[config.mk]
export PLATFORM = sky130hd
export DESIGN_NAME = agc_top
export DESIGN_NICKNAME = d
export VERILOG_FILES = /design/src/rtl/agc_pkg.sv /design/src/rtl/agc_energy_acc.sv /design/src/rtl/agc_msb.sv /design/src/rtl/agc_ctrl.sv /design/src/rtl/agc_top.sv
export SDC_FILE = /design/constraint.sdc
export NUM_CORES = 1
export LEC_CHECK = 0
export ABC_AREA = 1
export BUFFER_PORTS_ARGS = -buffer_cell sky130_fd_sc_hd__buf_2
export CORE_UTILIZATION = 40
export CTS_CLUSTER_SIZE = 20
export DETAILED_ROUTE_END_ITERATION = 10
export SYNTH_ARGS = -nofsm -noshare
export SYNTH_HDL_FRONTEND = slang
export SYNTH_HIERARCHICAL = 1
export SYNTH_SLANG_ARGS = --single-unit
[constraint.sdc]
create_clock -name clk -period 17.7 [get_ports clk]
set_input_delay 3.54 -clock clk [delete_from_list [all_inputs] [get_ports clk]]
set_output_delay 3.54 -clock clk [all_outputs]
set_load 0.05 [all_outputs]
[src/rtl/agc_pkg.sv]
package agc_pkg;
  typedef enum logic [1:0] {
    MODE_DETECT = 2'b00,
    MODE_HOLD   = 2'b01,
    MODE_FINE   = 2'b10
  } agc_mode_e;
endpackage

[src/rtl/agc_energy_acc.sv]
module agc_energy_acc #(
  parameter int SAMPLE_W = 8,
  parameter int ENERGY_W = 26
) (
  input  logic                       clk,
  input  logic                       rst_n,
  input  logic                       clear,
  input  logic                       take,
  input  logic                       last,
  input  logic                       pre,
  input  logic signed [SAMPLE_W-1:0] i_s,
  input  logic signed [SAMPLE_W-1:0] q_s,
  output logic [ENERGY_W-1:0]        energy,
  output logic                       e_valid,
  output logic                       e_pre
);
  localparam int SQ_W = 2 * SAMPLE_W;

  logic signed [SQ_W-1:0] i_ext, q_ext, i_sq, q_sq;
  logic [ENERGY_W-1:0]    term, acc, acc_next;

  always_comb begin
    i_ext    = {{SAMPLE_W{i_s[SAMPLE_W-1]}}, i_s};
    q_ext    = {{SAMPLE_W{q_s[SAMPLE_W-1]}}, q_s};
    i_sq     = i_ext * i_ext;
    q_sq     = q_ext * q_ext;
    term     = ENERGY_W'(unsigned'(i_sq)) + ENERGY_W'(unsigned'(q_sq));
    acc_next = acc + term;
  end

  always_ff @(posedge clk) begin
    if (!rst_n) begin
      acc     <= '0;
      energy  <= '0;
      e_valid <= 1'b0;
      e_pre   <= 1'b0;
    end else begin
      e_valid <= 1'b0;
      if (clear) begin
        acc <= '0;
      end else if (take) begin
        if (last) begin
          energy  <= acc_next;
          e_valid <= 1'b1;
          e_pre   <= pre;
          acc     <= '0;
        end else begin
          acc <= acc_next;
        end
      end
    end
  end
endmodule

[src/rtl/agc_msb.sv]
module agc_msb #(
  parameter int W     = 26,
  parameter int POS_W = 5
) (
  input  logic [W-1:0]     value,
  output logic [POS_W-1:0] pos
);
  always_comb begin
    pos = '0;
    for (int k = 0; k < W; k++) begin
      if (value[k]) pos = POS_W'(k);
    end
  end
endmodule

[src/rtl/agc_ctrl.sv]
module agc_ctrl
  import agc_pkg::*;
#(
  parameter int GAIN_W        = 6,
  parameter int FINE_W        = 2,
  parameter int GAIN_INIT     = 32,
  parameter int ENERGY_W      = 26,
  parameter int POS_W         = 5,
  parameter int DET_THR       = 1000,
  parameter int DET_COUNT     = 2,
  parameter int TARGET_EXP    = 14,
  parameter int HYST          = 2048,
  parameter int STEPS_PER_OCT = 8
) (
  input  logic                clk,
  input  logic                rst_n,
  input  logic                e_valid,
  input  logic                e_pre,
  input  logic [ENERGY_W-1:0] energy,
  input  logic [POS_W-1:0]    msb_pos,
  input  logic                training_done,
  input  logic                restart,
  output agc_mode_e           mode,
  output logic [GAIN_W-1:0]   gain
);
  localparam int CNT_W  = $clog2(DET_COUNT + 1);
  localparam int GMAX   = (1 << GAIN_W) - 1;
  localparam int FMAX   = (1 << FINE_W) - 1;
  localparam logic [ENERGY_W-1:0] THR_E  = ENERGY_W'(DET_THR);
  localparam logic [ENERGY_W-1:0] LOW_E  = ENERGY_W'((1 << TARGET_EXP) - HYST);
  localparam logic [ENERGY_W-1:0] HIGH_E = ENERGY_W'((1 << TARGET_EXP) + HYST);

  logic [CNT_W-1:0]    run_cnt;
  logic signed [31:0]  cand;
  logic [GAIN_W-1:0]   coarse_gain;
  logic [FINE_W-1:0]   fine_lo;
  logic                above_thr, run_full;

  always_comb begin
    cand = 32'(int'(gain)) + (32'(TARGET_EXP) - 32'(int'(msb_pos))) * 32'(STEPS_PER_OCT);
    if (cand < 0)            coarse_gain = '0;
    else if (cand > GMAX)    coarse_gain = GAIN_W'(GMAX);
    else                     coarse_gain = cand[GAIN_W-1:0];
    above_thr = energy > THR_E;
    run_full  = run_cnt == CNT_W'(DET_COUNT - 1);
    fine_lo   = gain[FINE_W-1:0];
  end

  always_ff @(posedge clk) begin
    if (!rst_n || restart) begin
      mode    <= MODE_DETECT;
      gain    <= GAIN_W'(GAIN_INIT);
      run_cnt <= '0;
    end else begin
      unique case (mode)
        MODE_DETECT: begin
          if (e_valid) begin
            if (!above_thr) begin
              run_cnt <= '0;
            end else if (run_full) begin
              run_cnt <= '0;
              gain    <= coarse_gain;
              mode    <= MODE_HOLD;
            end else begin
              run_cnt <= run_cnt + 1'b1;
            end
          end
        end
        MODE_HOLD: begin
          if (training_done) mode <= MODE_FINE;
        end
        MODE_FINE: begin
          if (e_valid && e_pre) begin
            if (energy < LOW_E && fine_lo != FINE_W'(FMAX))
              gain[FINE_W-1:0] <= fine_lo + 1'b1;
            else if (energy > HIGH_E && fine_lo != '0)
              gain[FINE_W-1:0] <= fine_lo - 1'b1;
          end
        end
        default: mode <= MODE_DETECT;
      endcase
    end
  end
endmodule

[src/rtl/agc_top.sv]
module agc_top
  import agc_pkg::*;
#(
  parameter int SAMPLE_W      = 8,
  parameter int MAX_SYM_LEN   = 512,
  parameter int GAIN_W        = 6,
  parameter int FINE_W        = 2,
  parameter int GAIN_INIT     = 32,
  parameter int DET_THR       = 1000,
  parameter int DET_COUNT     = 2,
  parameter int TARGET_EXP    = 14,
  parameter int HYST          = 2048,
  parameter int STEPS_PER_OCT = 8
) (
  input  logic                clk,
  input  logic                rst_n,
  input  logic                s_valid,
  output logic                s_ready,
  input  logic [SAMPLE_W-1:0] s_i,
  input  logic [SAMPLE_W-1:0] s_q,
  input  logic                s_last,
  input  logic                s_preamble,
  input  logic                training_done,
  input  logic                restart,
  output logic [GAIN_W-1:0]   gain_code,
  output logic [1:0]          agc_mode
);
  localparam int ENERGY_W = 2 * SAMPLE_W + 1 + $clog2(MAX_SYM_LEN);
  localparam int POS_W    = $clog2(ENERGY_W);

  logic [ENERGY_W-1:0] energy;
  logic                e_valid, e_pre;
  logic [POS_W-1:0]    msb_pos;
  agc_mode_e           mode;

  assign s_ready  = 1'b1;
  assign agc_mode = mode;

  agc_energy_acc #(.SAMPLE_W(SAMPLE_W), .ENERGY_W(ENERGY_W)) acc_i (
    .clk(clk), .rst_n(rst_n), .clear(restart),
    .take(s_valid && s_ready), .last(s_last), .pre(s_preamble),
    .i_s(signed'(s_i)), .q_s(signed'(s_q)),
    .energy(energy), .e_valid(e_valid), .e_pre(e_pre)
  );

  agc_msb #(.W(ENERGY_W), .POS_W(POS_W)) msb_i (
    .value(energy), .pos(msb_pos)
  );

  agc_ctrl #(
    .GAIN_W(GAIN_W), .FINE_W(FINE_W), .GAIN_INIT(GAIN_INIT),
    .ENERGY_W(ENERGY_W), .POS_W(POS_W), .DET_THR(DET_THR),
    .DET_COUNT(DET_COUNT), .TARGET_EXP(TARGET_EXP), .HYST(HYST),
    .STEPS_PER_OCT(STEPS_PER_OCT)
  ) ctrl_i (
    .clk(clk), .rst_n(rst_n), .e_valid(e_valid), .e_pre(e_pre),
    .energy(energy), .msb_pos(msb_pos), .training_done(training_done),
    .restart(restart), .mode(mode), .gain(gain_code)
  );
endmodule

After elaboration in Yosys (flattened, before gate mapping)
Index checks and enable logic that the tools add are counted.
{ "totals": {"ff_bits": 64, "input_bits": 23, "output_inout_bits": 9, "elab_cells": 94} }
{ "op_classes": {"add_sub_neg": 7, "n_mul": 2, "magnitude_cmp": 5, "n_eq_ne": 10, "n_mux": 43, "bitwise": 4, "reduce_logical": 15} }
{ "ops": {"columns": ["op", "n"], "rows": [
  ["2-to-1 mux 5 bit", 10],
  ["greater-than comparator 32 x 7 -> 1 bit (second input constant)", 1],
  ["less-than comparator 32 x 1 -> 1 bit (second input constant)", 1],
  ["multiplier 8 x 8 -> 16 bit", 2],
  ["2-to-1 mux 4 bit", 8],
  ["2-to-1 mux 2 bit", 14],
  ["adder 26 bit", 1],
  ["greater-than comparator 26 x 10 -> 1 bit (second input constant)", 1],
  ["greater-than comparator 26 x 15 -> 1 bit (second input constant)", 1],
  ["less-than comparator 26 x 14 -> 1 bit (second input constant)", 1],
  ["2-to-1 mux 26 bit", 1],
  ["adder 16 x 16 -> 17 bit", 1],
  ["2-to-1 mux 3 bit", 4],
  ["2-to-1 mux 6 bit", 2],
  ["adder 7 x 9 -> 10 bit", 1],
  ["inequality test 2 x 1 -> 1 bit (second input constant)", 3],
  ["inequality test 2 bit (second input constant)", 3],
  ["one-hot mux 2 bit (3 select lines)", 1],
  ["AND reduction 6 bit", 1],
  ["subtractor 4 x 5 -> 6 bit (first input constant)", 1],
  ["AND reduction 5 bit", 1],
  ["adder 2 x 1 -> 2 bit (second input constant)", 2],
  ["equality test 2 x 1 -> 1 bit (second input constant)", 2],
  ["NOT 1 bit", 4],
  ["15 further kinds", 19]
]} }

Longest topological paths before layout
Gate-level depths: netlist (run 1).
{ "depth": {"depth_word": 34, "ltp_mapped": 42, "ltp_nobuf": 42} }

By module
Netlist (run 1), hierarchy kept.
{ "modules_own_cells": {"columns": ["mod", "n_inst", "cells_each", "area_per_inst_um2", "seq_area_each_um2"], "rows": [
  ["agc_energy_acc", 1, 1141, 7996.4, 1081.0],
  ["agc_ctrl", 1, 189, 1073.5, 200.2],
  ["agc_msb", 1, 77, 339.1, 0.0],
  ["agc_top", 1, 2, 11.3, 0.0]
]} }

Worst setup path after synthesis (run 1)
Ideal clock, no wire load.
{ "synth_timing": {"kind": "input -> register", "startpoint": "in s_q[2]", "endpoint": "reg acc_i.energy[19]", "setup_ps": 109, "t_arrival_ps": 8840, "required_time_ps": 17591, "setup_slack_ps": 8751, "path_stages": 29, "n_path_buf": 1, "cell_sequence": "clkbuf_1 nand2_1 inv_1 fa_1 fa_1 fa_1 inv_1 fa_1 inv_1 ha_1 a21oi_1 o21ai_0 a21oi_1 nor2_1 nor2_1 xor2_1 inv_1 fa_1 ha_1 nand2_1 inv_1 a21oi_1 inv_1 a21oi_1 nand3_1 nand2_1 nand2_1 nand2_1 inv_1"} }
{ "synth_via": {"elab_chain_cells": 3} }
{ "synth_lines": {"columns": ["item", "line_no", "source"], "rows": [
  ["start: declaration", "agc_top.sv:20", "input logic [SAMPLE_W-1:0] s_q,"],
  ["multiplier 8 x 8 -> 16 bit", "agc_energy_acc.sv:26", "q_sq = q_ext * q_ext;"],
  ["adder 16 x 16 -> 17 bit", "agc_energy_acc.sv:27", "term = ENERGY_W'(unsigned'(i_sq)) + ENERGY_W'(unsigned'(q_sq));"],
  ["adder 26 bit", "agc_energy_acc.sv:28", "acc_next = acc + term;"],
  ["end signal: assignment", "agc_energy_acc.sv:43", "energy <= acc_next;"],
  ["end: declaration", "agc_energy_acc.sv:13", "output logic [ENERGY_W-1:0] energy,"]
]} }
Every way passes these cells.
A chain may end at the register's enable or synchronous reset.

Worst setup path in the final report (run 1)
{ "layout_timing": {"startpoint": "in s_i[1]", "endpoint": "reg acc_i.energy[19]"} }
{ "layout_via": {"elab_chain_cells": 3} }
{ "layout_lines": {"columns": ["item", "line_no", "source"], "rows": [
  ["start: declaration", "agc_top.sv:19", "input logic [SAMPLE_W-1:0] s_i,"],
  ["multiplier 8 x 8 -> 16 bit", "agc_energy_acc.sv:25", "i_sq = i_ext * i_ext;"],
  ["adder 16 x 16 -> 17 bit", "agc_energy_acc.sv:27", null],
  ["adder 26 bit", "agc_energy_acc.sv:28", null]
]} }
Every way passes these cells.

==> out/metrics.csv, run 1 <==
stage,metric,value,unit
placement,place_area,9839,um2
sta,min_period,9.278,ns
floorplanning,die_y,155.5,um
setup_path,reg2reg_depth,38,
cells_and_area,antenna_cells,0,
synthesis,avgSynthCellArea,6.686,um2
drt,drtIter0Drc,310,
clocking,clock_latency,0.34,ns
worst_hold_path,hold_path_startpoint,ctrl_i/run_cnt[1],
clocking,cts_inserted_buffers,9,
synthesis,synth_cell_types,45,
setup_path,reg2reg_setup_slack,14.27,ns
clocking,cts_resized,0,
setup_path,crit_path_frequent_cell,nand2_1,
clocking,cts.sinks,64,
drt,drt-total-wl,21590,um
synthesis,synthArstFlopShare,0,
synthesis,synth-seq-cells,64,
synthesis,synth_ff_type,dfxtp_1,
grt,grt_max_degree,38,
cells_and_area,syn2layout_area_growth,7.438,%
drt,ant_nets,0,
synthesis,synth_warnings,6,
sta,worstMarginPinSlew,1.181,ns
placement,routabilityCongestion,0.8876,
drt,drcViolationCount,0,
setup_path,cp_slowest_cell,fa_1,
sta,setup_violations,0,
floorplanning,core_area,22850,um2
clocking,cts_tree,built,
setup_path,crit_fanout,10,
sta,drv_slew,0,
setup_path,critical_path_class,in2reg,
grt,grt_usage,0.1927,
synthesis,seq_area_frac_synth,0.1360,
worst_hold_path,min_path_cells,2,
synthesis,synth_edf_count,0,
clocking,root_buffer,clkbuf_16,
clocking,hold_buffers,0,
cells_and_area,drive_gt1_frac,0.05965,
floorplanning,io-pin-count,32,
sta,final.setup.worst_slack,8.422,ns
floorplanning,fp.dieArea,24170,um2
setup_path,worstPathRequired,17.94,ns
worst_hold_path,hold_class,reg2reg,
grt,grt_pass1_wl,37320,um
synthesis,syn_inst,1409,
worst_hold_path,hold-path-endpoint,ctrl_i/run_cnt[1],
cells_and_area,mostFrequentLayoutCells,"nand2_1, inv_1, nor2_1",
setup_path,endpoint_kind,flop,
clocking,h-tree-depth,3,
cells_and_area,final_common_cell,nand2_1,
setup_path,reg2reg_to,ctrl_i/gain[0],
floorplanning,rows,55,
sta,finalSetupTns,0,ns
setup_path,crit_arrival,9.52,ns
drt,via_per_inst,4.637,
setup_path,max_stage_delay,0.55,ns
grt,antenna_found_initial,0,
synthesis,syn_nets,1607,
grt,grt_overflow,0,
grt,grt_pass1_vias,7985,
sta,slew-limit-headroom,0.2109,
clocking,clk_pin_slew,0.06,ns
placement,dp_hpwl,17950,um
sta,holdWs,0.4345,ns
setup_path,startpoint_type,input port,
sta,rsz0062_at_grt,no,
sta,hold_violations,0,
sta,clock-skew-final,0.01086,ns
floorplanning,initial_core_util,0.4123,
drt,vias,8059,
status,status,"complete, no violations",
placement,portBuffers,30,
clocking,clock_path_buffers,2,
placement,dp_slack,8.070,ns
sta,timing.fmax,107.8,MHz
cells_and_area,finalNetCount,1618,
cells_and_area,stdcell_area,10120,um2
setup_path,r2r_start,acc_i/energy[2],
synthesis,synthesis.area,9420,um2
clocking,cts_setup_buffers,0,
drt,wire_per_inst,12.42,um
floorplanning,die_w,155.5,um
run,drv_cap,0,
drt,first_pass_iters,6,
sta,min_period_over_period,0.5242,
routing by layer:
layer / wire (um) / track usage
met1: 10200 / 0.2491
met5: 0 / 0
met4: 373 / 0.05042
met2: 10490 / 0.3444
met3: 517 / 0.01616
critical path: cells and delay by family:
| kind | cells | cell delay [ns] |
|---|---|---|
| fa+ha+maj | 7 | 3.00 |
| simple gates | 14 | 1.69 |
| xor+xnor | 1 | 0.20 |
| compound gates | 3 | 0.49 |
| buf+inv | 9 | 0.59 |
layout make-up:
type | instances | area [um2]
Clock inverter | 4 | 45.04
Timing Repair Buffer | 31 | 157.7
Fill cell | 2484 | 12730
Inverter | 346 | 1326
Sequential cell | 64 | 1281
Multi-Input combinational cell | 968 | 6683
Tap cell | 313 | 391.6
Clock buffer | 12 | 236.5
state kept, by name, indices dropped and copies added, names as in the netlist:
name and count:
acc_i/acc 26, acc_i/e_pre 1, acc_i/e_valid 1, acc_i/energy 26, ctrl_i/gain 6, ctrl_i/mode 2
ctrl_i/run_cnt 2
cells in the mapped netlist, drive strengths merged, types with 4 or more instances:
library cell	n	area share
inv	343	0.14
o21bai	5	0.0040
ha	72	0.096
xnor2	22	0.020
nor2	136	0.058
nand3	62	0.036
fa	103	0.22
clkbuf	24	0.0096
dfxtp	64	0.14
a21oi	59	0.032
nand2	392	0.16
nand3b	5	0.0040
nand4	10	0.0066
o211ai	4	0.0032
or2	4	0.0027
buf	7	0.0042
xor2	30	0.028
o21ai	40	0.022
nor3	9	0.0048
worst max path at each step:
stage          startpoint          endpoint  slack (ns)  cells past startpoint
2_1_floorplan      s_q[2]  acc_i/energy[19]        8.75                     29
3_3_place_gp       s_i[1]  acc_i/energy[19]        8.11                     34
3_5_place_dp       s_i[1]  acc_i/energy[23]        8.07                     32
4_1_cts            s_i[1]  acc_i/energy[23]        8.41                     32
5_1_grt            s_i[1]  acc_i/energy[23]        7.87                     32
6_report           s_i[1]  acc_i/energy[19]        8.42                     34
logic make-up after synthesis:
group,after synthesis,synth area share
simple gates,622,0.2771
fa+ha+maj,175,0.3145
buf+inv,377,0.1546
flops,64,0.1360
xor+xnor,52,0.04835
compound gates,118,0.06907
other cells,1,0.0003981
metrics by stage:
stage               instances    util
floorplan                1409       -
global placement         1722  0.4307
detailed placement       1722  0.4307
CTS                      1738  0.4430
global route             1738  0.4430
finish                   1738  0.4430
Power of run 1 is not shown: default switching activity piles up to over one toggle a cycle in this logic, so the estimate is an artifact.
==> inputs of run 2 (changes only) <==
clock period = 9 ns   (was 17.7 ns; I/O delays follow)
==> run 2 against run 1 <==
Net effect: clock skew down 0.0020 ns; final area grew 0.21%; critical path depth is 2 lower; largest cell class unchanged; highest routed layer unchanged.
==> out/metrics.csv, run 2 (synthesis gave the netlist of run 1 again) <==
stage,metric,value,unit,change
drt,vias,8079,,+0.25%
grt,grt_pass1_wl,37410,um,+0.26%
sta,clock-skew-final,0.008830,ns,-0.002029 ns
worst_hold_path,min_path_cells,2,,unchanged
drt,via_per_inst,4.651,,+0.31%
cells_and_area,final_common_cell,nand2_1,,
floorplanning,rows,55,,unchanged
cells_and_area,antenna_cells,0,,unchanged
setup_path,max_stage_delay,0.55,ns,about the same
status,status,"complete, no violations",,
cells_and_area,mostFrequentLayoutCells,"nand2_1, inv_1, nor2_1",,
drt,drtIter0Drc,316,,+1.9%
clocking,clock_path_buffers,2,,unchanged
drt,wire_per_inst,12.47,um,+0.44%
placement,place_area,9839,um2,unchanged
grt,grt_max_degree,38,,unchanged
clocking,cts_inserted_buffers,9,,unchanged
floorplanning,die_y,155.5,um,unchanged
floorplanning,fp.dieArea,24170,um2,unchanged
floorplanning,core_area,22850,um2,unchanged
grt,grt_overflow,0,,unchanged
drt,ant_nets,0,,unchanged
placement,dp_hpwl,18050,um,+0.51%
grt,grt_pass1_vias,8012,,+0.34%
setup_path,r2r_start,acc_i/energy[2],,
setup_path,worstPathRequired,9.24,ns,-8.70 ns
setup_path,critical_path_class,in2reg,,
setup_path,crit_arrival,7.84,ns,-1.68 ns
clocking,cts.sinks,64,,unchanged
cells_and_area,finalNetCount,1618,,unchanged
clocking,clk_pin_slew,0.06,ns,about the same
drt,first_pass_iters,5,,-1
placement,dp_cells,1722,,unchanged
clocking,clock_latency,0.34,ns,about the same
sta,finalSetupTns,0,ns,unchanged
drt,drt-total-wl,21670,um,+0.38%
setup_path,reg2reg_depth,38,,unchanged
setup_path,startpoint_type,input port,,
sta,setup_violations,0,,unchanged
cells_and_area,syn2layout_area_growth,7.663,%,
drt,drcViolationCount,0,,unchanged
run,drv_cap,0,,unchanged
sta,min_period,7.600,ns,
grt,grt_usage,0.1940,,+0.001254
floorplanning,initial_core_util,0.4123,,unchanged
floorplanning,io-pin-count,32,,unchanged
clocking,cts_tree,built,,
clocking,cts_resized,0,,unchanged
setup_path,reg2reg_setup_slack,5.56,ns,-8.71 ns
setup_path,crit_path_frequent_cell,inv_1,,
floorplanning,die_w,155.5,um,unchanged
clocking,root_buffer,clkbuf_16,,
sta,timing.fmax,131.6,MHz,
sta,slew-limit-headroom,0.2446,,+0.03371
placement,portBuffers,30,,unchanged
cells_and_area,top_regs,"acc_i/acc: 26 flops, acc_i/energy: 26 flops, ctrl_i/gain: 6 flops",,
setup_path,reg2reg_to,ctrl_i/gain[0],,
clocking,hold_buffers,0,,unchanged
sta,min_period_over_period,0.8444,,
setup_path,cp_slowest_cell,fa_1,,
cells_and_area,drive_gt1_frac,0.05969,,about the same
cells_and_area,stdcell_area,10140,um2,+0.21%
grt,antenna_found_initial,0,,unchanged
worst_hold_path,hold-path-endpoint,ctrl_i/run_cnt[1],,
placement,routabilityCongestion,0.8873,,about the same
setup_path,endpoint_kind,flop,,
clocking,h-tree-depth,3,,unchanged
worst_hold_path,hold_path_startpoint,ctrl_i/run_cnt[1],,
sta,drv_slew,0,,unchanged
sta,worstMarginPinSlew,1.130,ns,-0.05045 ns
sta,rsz0062_at_grt,no,,
cells_and_area,final_cells,1737,,-0.058%
worst_hold_path,hold_class,reg2reg,,
clocking,cts_setup_buffers,0,,unchanged
setup_path,crit_fanout,10,,unchanged
sta,hold_violations,0,,unchanged
[run 2: cell types whose count changed in the layout (fill, tap and decap cells not counted), sizes merged]
cell / previous run / this run
clkinv: 4 / 3
clkbuf: 12 / 11
bufinv: 3 / 4
[run 2: routing by layer]
layer,routed length [um],vias up,global-route usage
li1,-,4213,-
met3,583,17,0.01421
met2,10740,118,0.3466
met5,0,-,0
met4,387,0,0.06162
met1,9961,3731,0.2480
[run 2: worst max-delay path by stage]
stage | depth (start not counted) | slack (ns) | to | from
after floorplan | 29 | 1.79 | acc_i/energy[19] | s_q[2]
after global placement | 34 | 1.15 | acc_i/energy[19] | s_i[1]
after detailed placement | 32 | 1.09 | acc_i/energy[23] | s_i[1]
after CTS | 32 | 1.43 | acc_i/energy[19] | s_i[1]
after global routing | 32 | 0.89 | acc_i/energy[23] | s_i[1]
final | 32 | 1.40 | acc_i/energy[19] | s_i[1]
[run 2: cell type report]
| class | count | area (um2) |
|---|---|---|
| Fill cell | 2440 | 12700 |
| Multi-Input combinational cell | 968 | 6683 |
| Inverter | 346 | 1326 |
| Sequential cell | 64 | 1281 |
| Tap cell | 313 | 391.6 |
| Clock buffer | 11 | 232.7 |
| Timing Repair Buffer | 31 | 157.7 |
| Clock inverter | 4 | 70.07 |
[run 2: critical path, delay by kind of cell]
| kind | cells | cell delay, ns |
|---|---|---|
| simple gates | 9 | 1.15 |
| compound gates | 6 | 1.15 |
| buf+inv | 9 | 0.62 |
| fa+ha+maj | 7 | 2.93 |
| xor+xnor | 1 | 0.19 |
[run 2: stage by stage]
| step | hold slack (ns) | util | setup WS [ns] |
|---|---|---|---|
| after floorplan | 0.4090 | - | 1.791 |
| after global routing | 0.4607 | 0.4439 | 0.8902 |
| final | 0.4342 | 0.4439 | 1.401 |
| after detailed placement | 0.4218 | 0.4307 | 1.087 |
| after global placement | 0.4220 | 0.4307 | 1.152 |
| after CTS | 0.4347 | 0.4439 | 1.435 |
Power of run 2 is left out for the same reason.
